<file path="src/rtl/uart_frame_rx.sv">
module uart_frame_rx #(
  parameter int CLK_HZ = 100_000_000,
  parameter int BAUD   = 115_200,
  parameter int WMAX   = 9
) (
  input  logic            clk,
  input  logic            rst,
  input  logic            rx_line,
  input  logic [3:0]      cfg_width,
  input  logic            cfg_msb_first,
  input  logic [2:0]      cfg_parity,
  output logic [WMAX-1:0] rx_word,
  output logic            rx_valid,
  output logic            err_start,
  output logic            err_parity,
  output logic            err_stop
);

  localparam int AW = $clog2(2*CLK_HZ + 2*BAUD + 1) + 2;
  localparam logic signed [AW-1:0] STEP_UP = AW'(2*BAUD);
  localparam logic signed [AW-1:0] STEP_DN = AW'(2*CLK_HZ);
  localparam logic signed [AW-1:0] FIRST   = AW'(2*BAUD - CLK_HZ);
  localparam int CW = $clog2(WMAX + 1);

  typedef enum logic [2:0] {S_IDLE, S_START, S_DATA, S_PAR, S_STOP} st_t;

  st_t                   st_q;
  logic signed [AW-1:0]  acc_q;
  logic                  prev_q;
  logic [CW-1:0]         nbits_q, cnt_q;
  logic                  msb_q;
  logic [2:0]            par_q;
  logic [WMAX-1:0]       sh_q, sh_next;
  logic                  bad_start_q, bad_par_q;
  logic [CW-1:0]         width_clamped;
  logic [2:0]            par_clean;
  logic                  par_good;

  wire at_centre = ~acc_q[AW-1];
  wire fall      = prev_q & ~rx_line;

  always_comb begin
    if (cfg_width < 4'd5)            width_clamped = CW'(5);
    else if (cfg_width > 4'(WMAX))   width_clamped = CW'(WMAX);
    else                             width_clamped = CW'(cfg_width);
  end

  assign par_clean = (cfg_parity > 3'd4) ? 3'd0 : cfg_parity;

  always_comb begin
    if (msb_q) sh_next = {sh_q[WMAX-2:0], rx_line};
    else       sh_next = {1'b0, sh_q[WMAX-1:1]} | (WMAX'(rx_line) << (nbits_q - CW'(1)));
  end

  always_comb begin
    case (par_q)
      3'd1:    par_good = (^sh_q ^ rx_line) == 1'b1;
      3'd2:    par_good = (^sh_q ^ rx_line) == 1'b0;
      3'd3:    par_good = ~rx_line;
      3'd4:    par_good = rx_line;
      default: par_good = 1'b1;
    endcase
  end

  always_ff @(posedge clk) begin
    if (rst) begin
      st_q        <= S_IDLE;
      acc_q       <= '0;
      prev_q      <= 1'b1;
      nbits_q     <= CW'(8);
      cnt_q       <= '0;
      msb_q       <= 1'b0;
      par_q       <= 3'd0;
      sh_q        <= '0;
      bad_start_q <= 1'b0;
      bad_par_q   <= 1'b0;
      rx_word     <= '0;
      rx_valid    <= 1'b0;
      err_start   <= 1'b0;
      err_parity  <= 1'b0;
      err_stop    <= 1'b0;
    end else begin
      prev_q     <= rx_line;
      rx_valid   <= 1'b0;
      err_start  <= 1'b0;
      err_parity <= 1'b0;
      err_stop   <= 1'b0;
      if (st_q != S_IDLE)
        acc_q <= at_centre ? acc_q + STEP_UP - STEP_DN : acc_q + STEP_UP;
      case (st_q)
        S_IDLE: if (fall) begin
          st_q        <= S_START;
          acc_q       <= FIRST;
          nbits_q     <= width_clamped;
          msb_q       <= cfg_msb_first;
          par_q       <= par_clean;
          cnt_q       <= '0;
          sh_q        <= '0;
          bad_start_q <= 1'b0;
          bad_par_q   <= 1'b0;
        end
        S_START: if (at_centre) begin
          bad_start_q <= rx_line;
          st_q        <= S_DATA;
        end
        S_DATA: if (at_centre) begin
          sh_q <= sh_next;
          if (cnt_q == nbits_q - CW'(1))
            st_q <= (par_q == 3'd0) ? S_STOP : S_PAR;
          else
            cnt_q <= cnt_q + CW'(1);
        end
        S_PAR: if (at_centre) begin
          bad_par_q <= ~par_good;
          st_q      <= S_STOP;
        end
        S_STOP: if (at_centre) begin
          rx_word    <= sh_q;
          rx_valid   <= 1'b1;
          err_start  <= bad_start_q;
          err_parity <= bad_par_q;
          err_stop   <= ~rx_line;
          st_q       <= S_IDLE;
        end
        default: st_q <= S_IDLE;
      endcase
    end
  end

  AST_RESET_QUIET: assert property (@(posedge clk) rst |=> !rx_valid && !err_start && !err_parity && !err_stop && rx_word == '0);
  AST_START_NEEDS_FALL: assert property (@(posedge clk) disable iff (rst) (st_q == S_START && $past(st_q) == S_IDLE) |-> ($past(prev_q) && !$past(rx_line)));
  AST_UPPER_BITS_ZERO: assert property (@(posedge clk) disable iff (rst) rx_valid |-> ((rx_word >> nbits_q) == '0));
  AST_PARITY_STATE_USED: assert property (@(posedge clk) disable iff (rst) (st_q == S_PAR) |-> (par_q != 3'd0));
  AST_BACK_TO_IDLE: assert property (@(posedge clk) disable iff (rst) rx_valid |-> (st_q == S_IDLE));
  AST_CFG_FROZEN: assert property (@(posedge clk) disable iff (rst) (st_q != S_IDLE && $past(st_q) != S_IDLE) |-> ($stable(nbits_q) && $stable(msb_q) && $stable(par_q)));
  AST_ONE_CLOCK_STROBE: assert property (@(posedge clk) disable iff (rst) rx_valid |=> !rx_valid);
  AST_FLAGS_WITH_STROBE: assert property (@(posedge clk) disable iff (rst) (err_start || err_parity || err_stop) |-> rx_valid);

endmodule

</file>
<file path="config.mk">
export PLATFORM = sky130hd
export DESIGN_NAME = uart_frame_rx
export DESIGN_NICKNAME = d
export VERILOG_FILES = /design/src/rtl/uart_frame_rx.sv
export SDC_FILE = /design/constraint.sdc
export NUM_CORES = 1
export LEC_CHECK = 0
export ABC_CLOCK_PERIOD_IN_PS = 2700
export CORE_MARGIN = 2
export CORE_UTILIZATION = 36
export CTS_BUF_LIST = sky130_fd_sc_hd__clkbuf_8 sky130_fd_sc_hd__clkbuf_16
export CTS_CLUSTER_DIAMETER = 100
export DETAILED_ROUTE_END_ITERATION = 10
export DONT_BUFFER_PORTS = 1
export GPL_TIMING_DRIVEN = 0
export PLACE_DENSITY = 0.56
export SLEW_MARGIN = 20
export SYNTH_ARGS = -nofsm -noshare
export SYNTH_HDL_FRONTEND = slang
export SYNTH_SLANG_ARGS = --single-unit
</file>
<file path="constraint.sdc">
create_clock -name clk -period 2.7 [get_ports clk]
set_input_delay 0.405 -clock clk [delete_from_list [all_inputs] [get_ports clk]]
set_output_delay 0.405 -clock clk [all_outputs]
set_load 0.01 [all_outputs]
</file>
# Word-level counts from Yosys, hierarchy flattened

Index checks and enable logic that the tools add are counted.

Bits in read-only memories: 0
Bits in latches: 0
Memories: 0
Input bits: 11
Register bits after elaboration: 70
RAM bits: 0
Word-level logic and storage cells: 93

$lt $le $gt $ge: 3
Div/mod/pow operators: 0
Reductions and logical operators: 16
Add/subtract/negate cells: 4
Equal/unequal tests: 16
Muxes and demuxes: 30
Bitwise operators: 8
Shift operators: 1
Multipliers: 0

Operators with widths:

| kind                   | count |
|---|---|
| $mux 30                | 4 |
| $add 30x19->30 const B | 1 |
| $sub 30x29->30 const B | 1 |
| $mux 9                 | 3 |
| $mux 3                 | 8 |
| $mux 4                 | 5 |
| $pmux 9 s2             | 1 |
| $pmux 3 s5             | 1 |
| $ne 2x2->1 const B     | 7 |
| $eq 3x2->1 const B     | 4 |
| $or 8x9->9             | 1 |
| $reduce_and 3->1       | 3 |
| $reduce_xor 9->1       | 1 |
| $shl 1x4->9            | 1 |
| $pmux 4 s2             | 1 |
| $eq 3x1->1 const B     | 2 |
| $eq 3x3->1 const B     | 2 |
| $logic_not 3->1        | 2 |
| $reduce_and 6->1       | 1 |
| $reduce_bool 2->1      | 3 |
| $not 1->1              | 5 |
| $add 4x1->4 const B    | 1 |
| $eq 4x4->1             | 1 |
| $gt 4x4->1 const B     | 1 |
| other kinds (13)       | 18 |

# Longest topological paths before layout

Depth in word-level cells: 7
Depth in mapped cells: 11
Gate-level depth less buffers: 10

# Worst setup path before layout

Ideal clock, no wire load.

Kind: reg-to-reg
Start point: reg acc_q[10]
End point: reg acc_q[29]
Arrival time: 2.348 ns
Setup time: 0.134 ns
Stages on the path, launching flop included: 11
Path slack: 0.218 ns
Cells stage by stage: dfxtp_1 > ha_1 > buf_2 > a21boi_0 > mux2i_1 > o21ai_0 > nand3_1 > a21o_1 > o32ai_1 > xor2_1 > a21oi_1

Word-level cells in the longest chain between the ends: 6

RTL lines:

| element                | RTL line | RTL |
|---|---|---|
| from (decl)            | 28       | `logic signed [AW-1:0] acc_q;` |
| from (signal assigned) | 89       | `acc_q <= at_centre ? acc_q + STEP_UP - STEP_DN : acc_q + STEP_UP;` |
| $add 30x19->30 (*)     | 89       |  |
| $sub 30x29->30         | 89       |  |
| $mux 30 (*)            | 89       |  |
| $mux 30 (*)            | 88       | `if (st_q != S_IDLE)` |
| $mux 30                | 91       | `S_IDLE: if (fall) begin` |
| $mux 30 (*)            | 90       | `case (st_q)` |

Mark *: on every way between the ends. The rest lies on a longest branch, timed or not.
A chain may end at the register's enable or synchronous reset.

# Final worst setup path

Start point: reg acc_q[10]
End point: reg acc_q[21]

The elaborated chain is that of the path after synthesis.

==> out/qor.txt <==
Result of the run = completed
Post-layout worst setup margin = 0.168 ns
Endpoint arrival time on the critical path = 2.80 ns
Clk sinks = 61
Overall die area = 11900 µm²
Headroom to the max-slew limit = 56.5%
Worst Skew = 0.0108 ns
Placed wire-length estimate = 8.19 mm
Core footprint = 10800 µm²
Kind of launch point of the worst setup path = register
Number of DRC violations after detailed-routing iteration 0 = 216
Most used cells in the layout excluding fill and tap cells = nand2_1, dfxtp_1, a21oi_1
NumNets Final = 558
Routed WL per cell = 16.2 µm
Post-detailed-placement cell area = 4160 µm²
Antenna fix cells = 0
Std cell rows = 38
Clock transition at the register clock pins on the worst setup and hold paths after CTS = 0.07 ns
Setup Viol. Count Final = 0
Max cap viols = 0
Total of flip-flops plus latches after synthesis = 61
Starting utilization of the core area = 36.7%
CTS Buf Count = 9
Post-Synthesis Cell Area = 3980 µm²
Leading register cell type out of synthesis = dfxtp_1
Layout Cell Area excl Fill = 4410 µm²
Min Clock Period, post-route = 2.53 ns
Clock tree from TritonCTS = built
Later-pin clock latency in the skew report = 0.34 ns
Number of flops mapped to enable cells by yosys = 0
Hold crit path type = primary input to register
H-tree levels = 3
First-pass detailed-route iteration total = 5
Met1 Usage GRT = 24.8%
Grt met3 use = 4.72%
Leading cell type in the layout, fill and taps excluded = nand2_1
Sum of routed wire length over all layers = 11.1 mm
Part of the Yosys area used for sequential elements = 30.7%
Areal power density over the cells = 984 nW/µm²
Critical setup path kind = register to register
Buffer cell driving the clock tree root = clkbuf_8
Fraction of synthesis flops using an asynchronous set or reset pin = 0%
Final weighted congestion of routability-driven global placement = 0.912
Worst hold margin = 0.204 ns
Global-route wire length before repair = 18.5 mm
Hold-fix buffer count after cts = 0
Unrepaired setup endpoints after global routing = no
Cells after Synth = 531
Setup Slack @ Placement = -0.387 ns
Via Count = 3881
Number of buffers added on ports = 0
Die outline width = 109 µm
Remaining antenna violation count after routing = 0
Syn_nets = 547
Fin. Hold Viols = 0
Maximum net fanout on the critical path = 11
Total congestion overflow = 0
Ratio of routed vias to standard cells = 5.65
Data required time of the critical path = 2.97 ns
Total number of yosys warnings = 0
Post-Syn Area per Cell = 7.50 µm²
Die Y = 109 µm
Most used routing layer = met2
Share of the clock period used by the worst path after layout = 93.8%
Area growth from synthesis to layout = 10.7%
Number of antenna violations at the first check in global routing = 0
Transition time at the pin with the least slew margin = 0.652 ns
Setup TNS = 0 ns
Fraction of final layout cells sized beyond drive strength 1 = 9.87%
Pins Over Slew Limit = 0
Met2 Usage GRT = 34.0%
Yosys cell types = 72
Static leakage = 1.44 nW
DRC violation count after routing = 0
Max frequency = 0.395 GHz
Maximum VDD drop = 469 µV
Largest net degree at the start of global routing = 12
Number of global-route vias before repair = 3743
Endpoint type of the worst setup path = register
Overall track demand over capacity in global routing = 19.7%
Number of buffers on the longest clock path = 2
IO Pins = 24
==> report_power, final <==
group	leakage [nW]	internal (mW)	switching, mW	total (mW)
combinational	0.847	0.822	1.47	2.29
sequential	0.498	1.06	0.188	1.25
clock	0.0964	0.421	0.384	0.805
==> state kept, by name, indices dropped and copies added (netlist names), 3 cells and up <==
name / flops
cnt_q: 4
sh_q: 9
st_q: 3
par_q: 3
acc_q: 21
nbits_q: 4
rx_word: 9
==> cells in the mapped netlist (5+ instances only) <==
| cell | count | area, µm² |
|---|---|---|
| xnor2_1 | 18 | 158 |
| o211ai_1 | 5 | 37.5 |
| nor2_1 | 41 | 154 |
| buf_2 | 7 | 35.0 |
| nand3_1 | 24 | 120 |
| inv_1 | 12 | 45.0 |
| dfxtp_1 | 61 | 1220 |
| o21ai_0 | 24 | 120 |
| clkbuf_1 | 23 | 86.3 |
| nor2b_1 | 6 | 37.5 |
| nand2_1 | 80 | 300 |
| a31oi_1 | 10 | 62.6 |
| a211oi_1 | 7 | 52.6 |
| ha_1 | 5 | 62.6 |
| a21oi_1 | 58 | 290 |
| nor3_1 | 23 | 115 |
| mux2i_1 | 6 | 60.1 |
| and2_1 | 5 | 31.3 |
| and3_1 | 10 | 62.6 |
| a211o_1 | 7 | 61.3 |
| xor2_1 | 11 | 96.3 |
| o22ai_1 | 6 | 37.5 |
==> through the flow <==
stage / util [%] / total power, mW / cells
6_report: 40.7 / 4.34 / 687
5_1_grt: 40.7 / 4.69 / 687
4_1_cts: 40.3 / 4.28 / 687
3_5_place_dp: 38.4 / 3.44 / 671
3_3_place_gp: 38.4 / 3.41 / 671
2_1_floorplan: - / 2.92 / 531
==> metal layers <==
layer  vias to the layer above  part of all wire, %
met2                        91                   50
li1                       1940                    -
met4                         0                  1.1
met3                        13                  3.9
met1                      1837                   46
met5                         -                    0
==> worst max-delay path, cell delays in order (launching register included) <==
cell and delay [ns]:
dfxtp_4 0.44, ha_4 0.23, or4b_1 0.49, a21oi_1 0.19, a211oi_2 0.09, nand3_1 0.17, a21o_1 0.24, mux2i_1 0.12
or4_1 0.40, o21ai_0 0.08
==> cell families after synthesis <==
logic type / after synthesis / synth area share (%)
and+or+nand+nor: 227 / 28.8
buffers and inverters: 45 / 4.46
AOI/OAI and AO/OA: 157 / 26.0
adders and majority gates: 5 / 1.57
DFF: 61 / 30.7
muxes: 6 / 1.51
xor gates and xnor gates: 30 / 6.94
==> area by class of cell <==
type | instances | area (µm²)
fillers | 1142 | 6430
clock buffers | 9 | 124
multi-input cells | 425 | 2630
clock inverters | 7 | 67.6
flip-flops and latches | 61 | 1230
inverters | 12 | 45.0
plain buffers | 33 | 136
well taps | 140 | 175
==> timing repair <==
item                                    4_1_cts  5_1_grt
gates resized for setup                       8        9
setup buffers                                 0        0
cloned                                        0        0
endpoints found under the setup margin       11       10
==> path summary, 6_finish.rpt <==
kind | startpoint | endpoint | slack [ns] | cells past startpoint
setup reg to reg | acc_q[10]$_SDFF_PP0_ | acc_q[21]$_SDFF_PP0_ | 0.17 | 9
hold reg to reg | nbits_q[3]$_SDFFE_PP1P_ | nbits_q[3]$_SDFFE_PP1P_ | 0.46 | 2
hold / removal | cfg_width[3] | nbits_q[3]$_SDFFE_PP1P_ | 0.20 | 2
setup / recovery | acc_q[10]$_SDFF_PP0_ | acc_q[21]$_SDFF_PP0_ | 0.17 | 9
Power figures use the tool's default switching activity.
